**config.mk**
```make
export PLATFORM = sky130hd
export DESIGN_NAME = sar_seq
export DESIGN_NICKNAME = d
export VERILOG_FILES = /design/src/rtl/sar_seq_pkg.sv /design/src/rtl/sar_tad_gen.sv /design/src/rtl/sar_acq_timer.sv /design/src/rtl/sar_engine.sv /design/src/rtl/sar_seq.sv
export SDC_FILE = /design/constraint.sdc
export NUM_CORES = 1
export LEC_CHECK = 0
export ABC_CLOCK_PERIOD_IN_PS = 6900
export BUFFER_PORTS_ARGS = -buffer_cell sky130_fd_sc_hd__clkbuf_2
export CAP_MARGIN = 20
export CORE_MARGIN = 10
export CORE_UTILIZATION = 40
export DETAILED_ROUTE_END_ITERATION = 10
export RECOVER_POWER = 25
export SLEW_MARGIN = 20
export SYNTH_ARGS = -nofsm -noshare
export SYNTH_HDL_FRONTEND = slang
export SYNTH_SLANG_ARGS = --single-unit
```
**constraint.sdc**
```tcl
create_clock -name clk -period 6.9 [get_ports clk]
set_clock_uncertainty 0.2 [all_clocks]
set_input_delay 1.38 -clock clk [delete_from_list [all_inputs] [get_ports clk]]
set_output_delay 1.38 -clock clk [all_outputs]
set_load 0.01 [all_outputs]
```
**src/rtl/sar_seq_pkg.sv**
```systemverilog
package sar_seq_pkg;

  localparam int RES_W_DEF = 12;
  localparam int DIV_CNT_W = 7;

  typedef enum logic [1:0] {
    RA_CTRL = 2'd0,
    RA_CFG  = 2'd1,
    RA_HIGH = 2'd2,
    RA_LOW  = 2'd3
  } reg_addr_e;

  // Number of system clocks in one TAD for a divider select value.
  function automatic logic [DIV_CNT_W-1:0] tad_ratio(input logic [1:0] sel);
    case (sel)
      2'd0:    return DIV_CNT_W'(2);
      2'd1:    return DIV_CNT_W'(8);
      2'd2:    return DIV_CNT_W'(32);
      default: return DIV_CNT_W'(64);
    endcase
  endfunction

endpackage

```
**src/rtl/sar_tad_gen.sv**
```systemverilog
module sar_tad_gen
  import sar_seq_pkg::*;
(
  input  logic                 clk,
  input  logic                 rst_n,
  input  logic                 run,
  input  logic [DIV_CNT_W-1:0] ratio,
  output logic                 tick
);
  logic [DIV_CNT_W-1:0] cnt_q;

  assign tick = run && (cnt_q >= ratio - DIV_CNT_W'(1));

  always_ff @(posedge clk or negedge rst_n) begin
    if (!rst_n)       cnt_q <= '0;
    else if (!run)    cnt_q <= '0;
    else if (tick)    cnt_q <= '0;
    else              cnt_q <= cnt_q + DIV_CNT_W'(1);
  end

  AST_TICK_SPACING: assert property (@(posedge clk) disable iff (!rst_n)
    tick |=> !tick);

endmodule

```
**src/rtl/sar_acq_timer.sv**
```systemverilog
module sar_acq_timer #(
  parameter int ACQ_TADS = 3
) (
  input  logic clk,
  input  logic rst_n,
  input  logic run,
  input  logic restart,
  input  logic tick,
  output logic acq_ok
);
  localparam int AW = $clog2(ACQ_TADS + 1);
  localparam logic [AW-1:0] FULL = AW'(ACQ_TADS);

  logic [AW-1:0] cnt_q;

  assign acq_ok = (cnt_q == FULL);

  always_ff @(posedge clk or negedge rst_n) begin
    if (!rst_n)                 cnt_q <= '0;
    else if (!run || restart)   cnt_q <= '0;
    else if (tick && !acq_ok)   cnt_q <= cnt_q + AW'(1);
  end

  AST_ACQ_HOLDS: assert property (@(posedge clk) disable iff (!rst_n)
    (acq_ok && run && !restart) |=> acq_ok);

endmodule

```
**src/rtl/sar_engine.sv**
```systemverilog
module sar_engine #(
  parameter int RES_W = 12
) (
  input  logic             clk,
  input  logic             rst_n,
  input  logic             tick,
  input  logic             go,
  input  logic             abort,
  input  logic             cmp,
  output logic             active,
  output logic [RES_W-1:0] trial,
  output logic [RES_W-1:0] acc,
  output logic             done
);
  localparam int SW = $clog2(RES_W + 1);
  localparam logic [SW-1:0] LAST = SW'(RES_W);

  logic [SW-1:0]    step_q;
  logic [RES_W-1:0] cur_q;

  assign trial = acc | cur_q;
  assign done  = active && tick && !abort && (step_q == LAST);

  always_ff @(posedge clk or negedge rst_n) begin
    if (!rst_n) begin
      active <= 1'b0;
      step_q <= '0;
      cur_q  <= '0;
      acc    <= '0;
    end else if (abort) begin
      active <= 1'b0;
      cur_q  <= '0;
    end else if (go) begin
      active <= 1'b1;
      step_q <= '0;
      acc    <= '0;
      cur_q  <= {1'b1, {(RES_W-1){1'b0}}};
    end else if (active && tick) begin
      if (step_q == LAST) begin
        active <= 1'b0;
      end else begin
        if (cmp) acc <= acc | cur_q;
        cur_q  <= cur_q >> 1;
        step_q <= step_q + SW'(1);
      end
    end
  end

  AST_STEP_BOUND: assert property (@(posedge clk) disable iff (!rst_n)
    active |-> (step_q <= LAST));
  AST_ONE_TRIAL_BIT: assert property (@(posedge clk) disable iff (!rst_n)
    active |-> $onehot0(cur_q));

endmodule

```
**src/rtl/sar_seq.sv**
```systemverilog
module sar_seq
  import sar_seq_pkg::*;
#(
  parameter int RES_W    = RES_W_DEF,
  parameter int ACQ_TADS = 3
) (
  input  logic             clk,
  input  logic             rst_n,
  input  logic             reg_we,
  input  logic [1:0]       reg_addr,
  input  logic [7:0]       reg_wdata,
  output logic [7:0]       reg_rdata,
  output logic [3:0]       chan_sel,
  output logic [2:0]       ref_sel,
  output logic [RES_W-1:0] dac_code,
  input  logic             cmp_in,
  output logic             irq
);
  // Place the code in a 16-bit result pair, left or right justified.
  function automatic logic [15:0] place(input logic [RES_W-1:0] c, input logic right);
    logic [15:0] w;
    w = 16'(c);
    return right ? w : (w << (16 - RES_W));
  endfunction

  // control and config state
  logic             en_q, busy_q, rjust_q, ie_q, flag_q;
  logic [1:0]       div_q;
  logic [3:0]       chan_q;
  logic [2:0]       ref_q;
  logic [RES_W-1:0] res_q;

  // named internal events
  logic ctrl_wr, cfg_wr, en_rise_wr, start_accept, abort_evt, acq_restart;
  logic tick, acq_ok, conv_active, conv_done, conv_go;
  logic [RES_W-1:0] trial_w, acc_w;
  logic [15:0] placed;
  logic unused_ok;

  assign ctrl_wr      = reg_we && (reg_addr == RA_CTRL);
  assign cfg_wr       = reg_we && (reg_addr == RA_CFG);
  assign en_rise_wr   = ctrl_wr && reg_wdata[0] && !en_q;
  assign start_accept = ctrl_wr && reg_wdata[0] && reg_wdata[1] && en_q && !busy_q;
  assign abort_evt    = ctrl_wr && busy_q && (!reg_wdata[1] || !reg_wdata[0]);
  assign acq_restart  = en_rise_wr || (ctrl_wr && (reg_wdata[5:2] != chan_q));
  assign conv_go      = busy_q && !conv_active && acq_ok && tick && !abort_evt;
  assign unused_ok    = &{1'b0, reg_wdata[7:6] & {2{cfg_wr}}};

  sar_tad_gen u_tad (
    .clk   (clk),
    .rst_n (rst_n),
    .run   (en_q),
    .ratio (tad_ratio(div_q)),
    .tick  (tick)
  );

  sar_acq_timer #(.ACQ_TADS(ACQ_TADS)) u_acq (
    .clk     (clk),
    .rst_n   (rst_n),
    .run     (en_q),
    .restart (acq_restart),
    .tick    (tick),
    .acq_ok  (acq_ok)
  );

  sar_engine #(.RES_W(RES_W)) u_eng (
    .clk    (clk),
    .rst_n  (rst_n),
    .tick   (tick),
    .go     (conv_go),
    .abort  (abort_evt),
    .cmp    (cmp_in),
    .active (conv_active),
    .trial  (trial_w),
    .acc    (acc_w),
    .done   (conv_done)
  );

  always_ff @(posedge clk or negedge rst_n) begin
    if (!rst_n) begin
      en_q   <= 1'b0;
      div_q  <= '0;
      chan_q <= '0;
      ref_q  <= '0;
      rjust_q <= 1'b0;
      ie_q   <= 1'b0;
    end else begin
      if (ctrl_wr) begin
        en_q   <= reg_wdata[0];
        chan_q <= reg_wdata[5:2];
        div_q  <= reg_wdata[7:6];
      end
      if (cfg_wr) begin
        ref_q   <= reg_wdata[2:0];
        rjust_q <= reg_wdata[3];
        ie_q    <= reg_wdata[4];
      end
    end
  end

  always_ff @(posedge clk or negedge rst_n) begin
    if (!rst_n)            busy_q <= 1'b0;
    else if (abort_evt)    busy_q <= 1'b0;
    else if (conv_done)    busy_q <= 1'b0;
    else if (start_accept) busy_q <= 1'b1;
  end

  always_ff @(posedge clk or negedge rst_n) begin
    if (!rst_n)                          res_q <= '0;
    else if (conv_done)                  res_q <= acc_w;
    else if (abort_evt && conv_active)   res_q <= acc_w;
  end

  always_ff @(posedge clk or negedge rst_n) begin
    if (!rst_n)                         flag_q <= 1'b0;
    else if (conv_done)                 flag_q <= 1'b1;
    else if (cfg_wr && !reg_wdata[5])   flag_q <= 1'b0;
  end

  assign placed = place(res_q, rjust_q);

  always_comb begin
    case (reg_addr)
      RA_CTRL: reg_rdata = {div_q, chan_q, busy_q, en_q};
      RA_CFG:  reg_rdata = {2'b00, flag_q, ie_q, rjust_q, ref_q};
      RA_HIGH: reg_rdata = placed[15:8];
      default: reg_rdata = placed[7:0];
    endcase
  end

  assign chan_sel = chan_q;
  assign ref_sel  = ref_q;
  assign dac_code = conv_active ? trial_w : '0;
  assign irq      = flag_q && ie_q;

  AST_BUSY_NEEDS_EN: assert property (@(posedge clk) disable iff (!rst_n)
    busy_q |-> en_q);
  AST_CONV_AFTER_ACQ: assert property (@(posedge clk) disable iff (!rst_n)
    $rose(conv_active) |-> $past(acq_ok));
  AST_DONE_FLAGS: assert property (@(posedge clk) disable iff (!rst_n)
    conv_done |=> (flag_q && !busy_q));
  AST_ABORT_PARTIAL: assert property (@(posedge clk) disable iff (!rst_n)
    (abort_evt && conv_active) |=> (res_q == $past(acc_w) && !busy_q));
  AST_JOINT_DROP: assert property (@(posedge clk) disable iff (!rst_n)
    (ctrl_wr && reg_wdata[1:0] == 2'b11 && !en_q) |=> !busy_q);

endmodule

```
==> reports/metrics.yaml, run 1 <==
synthesis:
  ys.flop_type: "dfrtp_1"
  synth_top_cell_area_share_pct: 47.0
  synth_area_leaders: "dfrtp_1, mux2_2, ha_1, mux2_4, a211oi_2"
  ys_seq_area_share_pct: 47.0
  synth_common_cells: "dfrtp_1, nand2_1, nor2_1, inv_1, mux2_2"
  synthDistinctLibCells: 43
  syn_inst: 322
  synth_nets: 347
  ys_ff_latch: 64
  synth_edf_count: 0
  avgSynthCellArea_um2: 10.6
  syn-cell-area_um2: 3400
  synth_area_leader_cell: "dfrtp_1"
  ys_warn_count: 0
  synth_most_common_cell: "dfrtp_1"
  synthArstFlopShare_pct: 100
placement:
  dp_cells: 454
  dpl_cell_area_um2: 3670
  port_buffers: 41
  gp_congestion: 0.809
  dp_hpwl_um: 5470
layout:
  seqCellArea_um2: 1600
  fillers: 798
  syn_to_final_growth_pct: 13.6
  design_area_um2: 3870
  drive_above_1_share_pct: 28.2
  fin_util_pct: 46.8
  nets: 385
  multi_input_comb_area_um2: 1660
  diodes: 0
  fin_cells: 470
global_route:
  grt_max_degree: 65
  grt-ovfl-total: 0
  grt_pass1_wl_um: 12400
  grt_pass1_vias: 2499
  grt_usage_pct: 11.9
  grt_antenna_before_repair: 0
power:
  power.density_nw_per_um2: 216
  fin_total_pwr_uw: 835
  ir_worst_vdd_mv: 0.0769
  p_leak_nw: 1.70
worst_setup_path:
  critPathCapture: "chan_sel[3]"
  r2r_cells: 9
  worst_ep_arrival_time_ps: 3870
  worstSetupPathType: "input pin to async pin"
  cp_max_fo: 64
  critPathBufInv: 2
  r2r-end: "u_eng.acc[11]"
  worstPathCellList: "clkbuf_2, clkbuf_1"
  cp_slowest_stage_delay_ps: 2360
  cp-startpoint: "rst_n"
  r2r_slack_ps: 3760
  startpoint_type: "input pin"
  cp_top_family: "buffers and inverters"
  cp.required_ps: 6390
  cp_slowest_cell: "clkbuf_1"
  end_kind: "async pin"
  rr_startpoint: "div_q[1]"
  path_depth: 2
timing:
  finalSetupViolCount: 0
  slew_violations: 65
  worst_slew_pin_slew_ps: 3380
  final.min_clock_period_ps: 4380
  rsz0062_at_grt: "no"
  fin_crit_sh_pct: 63.5
  setup_tns_ps: 0
  slew_headroom_pct: -126
  hold_violations: 0
  max_freq_ghz: 0.228
cts:
  cts_buffers: 9
  cts-root-buf: "clkbuf_8"
  cts.sinks: 64
  holdBufCountCts: 0
  h-tree-depth: 3
  clock_path_buffers: 2
  clkLatencyLatePin_ps: 350
  cts.clk_slew.worst_paths_ps: 70
  cts_setup_buffers: 0
  cts.repair.resized: 0
  cts_tree: "built"
floorplan:
  num_rows: 33
  chipHeight_um: 112
  core-area_um2: 8260
  design.die.area_um2: 12600
  ios: 42
  die_w_um: 112
  start_util_pct: 41.2
outcome:
  outcome: "finished with violations"
  violations: "max-capacitance violations, max-slew violations"
route:
  ant_nets: 0
  drt_iter0_drc: 120
  routedWlPerCell_um: 15.6
  postRouteWirelength_um: 7310
  first_pass_iters: 4
  num_vias: 2448
  drc_errors: 0
  avgViaCountPerCell: 5.21
hold_path:
  holdCritPathClass: "register to register"
run:
  maxCapViolCount: 1
## cell usage in the layout (no fill, tap or decap), types with 2 or more instances in the layout
| cell type | n |
|---|---|
| clkbuf_2 | 41 |
| o22ai_1 | 13 |
| a22oi_1 | 2 |
| o31ai_1 | 2 |
| inv_1 | 18 |
| nand3_1 | 6 |
| nor3_1 | 2 |
| and3_1 | 4 |
| xnor2_1 | 4 |
| a22o_1 | 3 |
| and2_1 | 2 |
| clkinvlp_4 | 3 |
| a21oi_1 | 9 |
| ha_1 | 11 |
| o21a_1 | 3 |
| mux2_2 | 18 |
| clkinv_2 | 2 |
| o21ai_0 | 15 |
| dfrtp_1 | 64 |
| nand2_1 | 29 |
| nor2_1 | 25 |
| o211ai_2 | 2 |
| clkbuf_8 | 9 |
| nand2b_1 | 4 |
| a211oi_2 | 10 |
| mux2i_1 | 7 |
| mux2_4 | 9 |
| nand3b_1 | 3 |
| a211oi_1 | 7 |
| nor2b_1 | 15 |
| xor2_1 | 6 |
## report_power, final
part,internal [mW],leakage (nW),switching [mW]
Clock,0.166,0.0916,0.154
Sequential,0.392,0.866,0.0263
Combinational,0.0435,0.744,0.0523
## state kept, by name, summed over array words and instances, names as in the netlist
register	flops
res_q	12
u_eng.acc	12
u_eng.cur_q	12
u_tad.cnt_q	7
chan_sel	4
u_eng.step_q	4
ref_sel	3
div_q	2
u_acq.cnt_q	2
busy_q	1
en_q	1
flag_q	1
ie_q	1
rjust_q	1
u_eng.active	1
## stage by stage
stage / hold slack [ps] / worst slack [ps]
after floorplan: 241 / 2970
after global placement: 271 / 2590
after detailed placement: 260 / 2530
after CTS: 277 / 2820
after global routing: 299 / 1820
final: 278 / 2520
## worst min-delay path by stage
stage	from	end	slack, ps	depth (start not counted)
after floorplan	u_eng.step_q[3]	u_eng.step_q[3]	240	1
after global placement	u_eng.step_q[3]	u_eng.step_q[3]	270	1
after detailed placement	u_eng.step_q[3]	u_eng.step_q[3]	260	1
after CTS	u_eng.step_q[3]	u_eng.step_q[3]	280	1
after global routing	u_eng.step_q[3]	u_eng.step_q[3]	300	1
final	u_eng.step_q[3]	u_eng.step_q[3]	280	1
## layer usage
metal  up-vias  global-route usage, %  routed length, um
met2        39                   17.8               3330
met4         0                   4.82                125
met3        11                   3.83                394
li1       1212                      -                  -
met1      1186                   15.4               3460
met5         -                      0                  0
## final cells by class
type | instances | area share [%]
sequential | 64 | 41.4
multi-input combinational | 224 | 42.8
tap | 105 | 3.40
clock inverter | 7 | 1.84
inverter | 18 | 1.75
timing repair buffer | 43 | 5.60
clock buffer | 9 | 3.20
## cells by family after synthesis
logic type	share of synthesized area (%)
AND/OR/NAND/NOR	13.9
AO/OA/AOI/OAI	16.0
flip-flops	47.0
multiplexers	12.0
buffers and inverters	4.37
adder cells (fa/ha/maj)	4.04
XOR/XNOR	2.57
other	0.110
## worst reg2reg max path, stage by stage, from the launching register on
cell and delay, ps:
dfrtp_1 440, nor2_1 230, inv_1 70, ha_1 300, ha_1 300, o211ai_2 100, or3_4 400, a211oi_4 320
nand3_2 380, a211oi_1 320
No activity file was read; power rests on OpenSTA's default activity.
==> run 2: changes to the inputs <==
--- a/config.mk
+++ b/config.mk
@@ -5,7 +5,7 @@
 export SDC_FILE = /design/constraint.sdc
 export NUM_CORES = 1
 export LEC_CHECK = 0
-export ABC_CLOCK_PERIOD_IN_PS = 6900
+export ABC_CLOCK_PERIOD_IN_PS = 3600
 export BUFFER_PORTS_ARGS = -buffer_cell sky130_fd_sc_hd__clkbuf_2
 export CAP_MARGIN = 20
 export CORE_MARGIN = 10
==> constraint.sdc (replaced) <==
create_clock -name clk -period 3.6 [get_ports clk]
set_clock_uncertainty 0.2 [all_clocks]
set_input_delay 0.72 -clock clk [delete_from_list [all_inputs] [get_ports clk]]
set_output_delay 0.72 -clock clk [all_outputs]
set_load 0.01 [all_outputs]
==> reports/metrics.yaml, run 2 (synthesis gave the netlist of run 1 again) <==
layout:
  fillers: 793
  design_area_um2: 3890
  nets: 390
  fin_cells: 475
  diodes: 0
  final_cell_mix: "dfrtp_1, clkbuf_2, nand2_1"
  syn_to_final_growth_pct: 14.3
  final_common_cell: "dfrtp_1"
  largest_registers: "res_q: 12 flops, u_eng.acc: 12 flops, u_eng.cur_q: 12 flops"
  drive_above_1_share_pct: 28.1
route:
  first_pass_iters: 4
  routedWlPerCell_um: 15.6
  num_vias: 2440
  postRouteWirelength_um: 7430
  avgViaCountPerCell: 5.14
  ant_nets: 0
  drc_errors: 0
  drt_iter0_drc: 111
timing:
  setup_tns_ps: 0
  finalSetupViolCount: 0
  hold_violations: 0
  worst_slew_pin_slew_ps: 2020
  fin_crit_sh_pct: 86.0
  max_freq_ghz: 0.323
  slew_headroom_pct: -34.4
  slew_violations: 38
  setup_ws_ps: 504
  final.min_clock_period_ps: 3100
  rsz0062_at_grt: "no"
cts:
  cts.clk_slew.worst_paths_ps: 70
  cts.sinks: 64
  h-tree-depth: 3
  cts_tree: "built"
  cts.repair.resized: 0
  holdBufCountCts: 0
  clkLatencyLatePin_ps: 340
  cts-root-buf: "clkbuf_8"
  clock_path_buffers: 2
  cts_buffers: 9
  cts_setup_buffers: 0
floorplan:
  chipHeight_um: 112
  num_rows: 33
  ios: 42
  core-area_um2: 8260
  start_util_pct: 41.2
  die_w_um: 112
  design.die.area_um2: 12600
global_route:
  grt_pass1_wl_um: 12700
  grt_pass1_vias: 2511
  grt-ovfl-total: 0
  grt_usage_pct: 12.2
  grt_antenna_before_repair: 0
  grt_max_degree: 38
worst_setup_path:
  worstSetupPathType: "register to register"
  r2r_slack_ps: 500
  worst_ep_arrival_time_ps: 3150
  cp.required_ps: 3650
  r2r-end: "u_eng.acc[0]"
  r2r_cells: 9
  end_kind: "register"
  startpoint_type: "register"
  critPathCapture: "u_eng.acc[0]"
  cp-startpoint: "div_q[1]"
  rr_startpoint: "div_q[1]"
  cp_max_fo: 12
outcome:
  outcome: "finished with violations"
  violations: "max-capacitance violations, max-slew violations"
hold_path:
  holdCritPathClass: "register to register"
placement:
  gp_congestion: 0.774
  pre_cts_ws_ps: 536
  port_buffers: 41
  dp_hpwl_um: 5560
  dp_cells: 459
  dpl_cell_area_um2: 3710
power:
  ir_worst_vdd_mv: 0.132
  fin_total_pwr_mw: 1.59
  power.density_nw_per_um2: 409
  p_leak_nw: 1.72
run:
  maxCapViolCount: 1
run 2: worst max-delay path: stages (launching register included):
cell and delay (ps):
dfrtp_1 430, nor2_1 230, inv_1 70, ha_1 300, ha_1 300, o211ai_2 100, or3_4 400, a211oi_4 300
nand3_2 370, a211oi_1 320
run 2: worst min path at each step:
stage	startpoint	to	depth (start not counted)
after floorplan	rst_n	busy_q	0
after global placement	u_eng.step_q[3]	u_eng.step_q[3]	1
after detailed placement	u_eng.step_q[3]	u_eng.step_q[3]	1
after CTS	rst_n	u_tad.cnt_q[6]	2
after global routing	u_tad.cnt_q[0]	u_tad.cnt_q[0]	1
final	u_tad.cnt_q[0]	u_tad.cnt_q[0]	1
run 2: cell type report:
class | count | area, um2 | share of cell area, %
multi-input combinational | 224 | 1650 | 42.5
sequential | 64 | 1600 | 41.2
timing repair buffer | 48 | 249 | 6.40
tap | 105 | 131 | 3.38
clock buffer | 10 | 128 | 3.28
inverter | 18 | 67.6 | 1.74
clock inverter | 6 | 60.1 | 1.54
run 2: layer usage:
metal	vias up	wire (um)	global-route usage [%]
met5	-	0	0
met4	0	123	4.91
met3	11	407	4.10
met2	39	3240	17.7
met1	1164	3660	16.2
li1	1226	-	-
run 2: metrics by stage:
stage	util [%]	hold WS, ps
2_1_floorplan	-	224
3_3_place_gp	45.0	261
3_5_place_dp	45.0	283
4_1_cts	47.2	186
5_1_grt	47.1	310
6_report	47.1	295
run 2: power breakdown:
| part | leakage (nW) | internal, mW | switching, mW |
|---|---|---|---|
| registers | 0.866 | 0.752 | 0.0491 |
| clock network | 0.0920 | 0.316 | 0.287 |
| logic | 0.762 | 0.0842 | 0.104 |
| total | 1.72 | 1.15 | 0.440 |
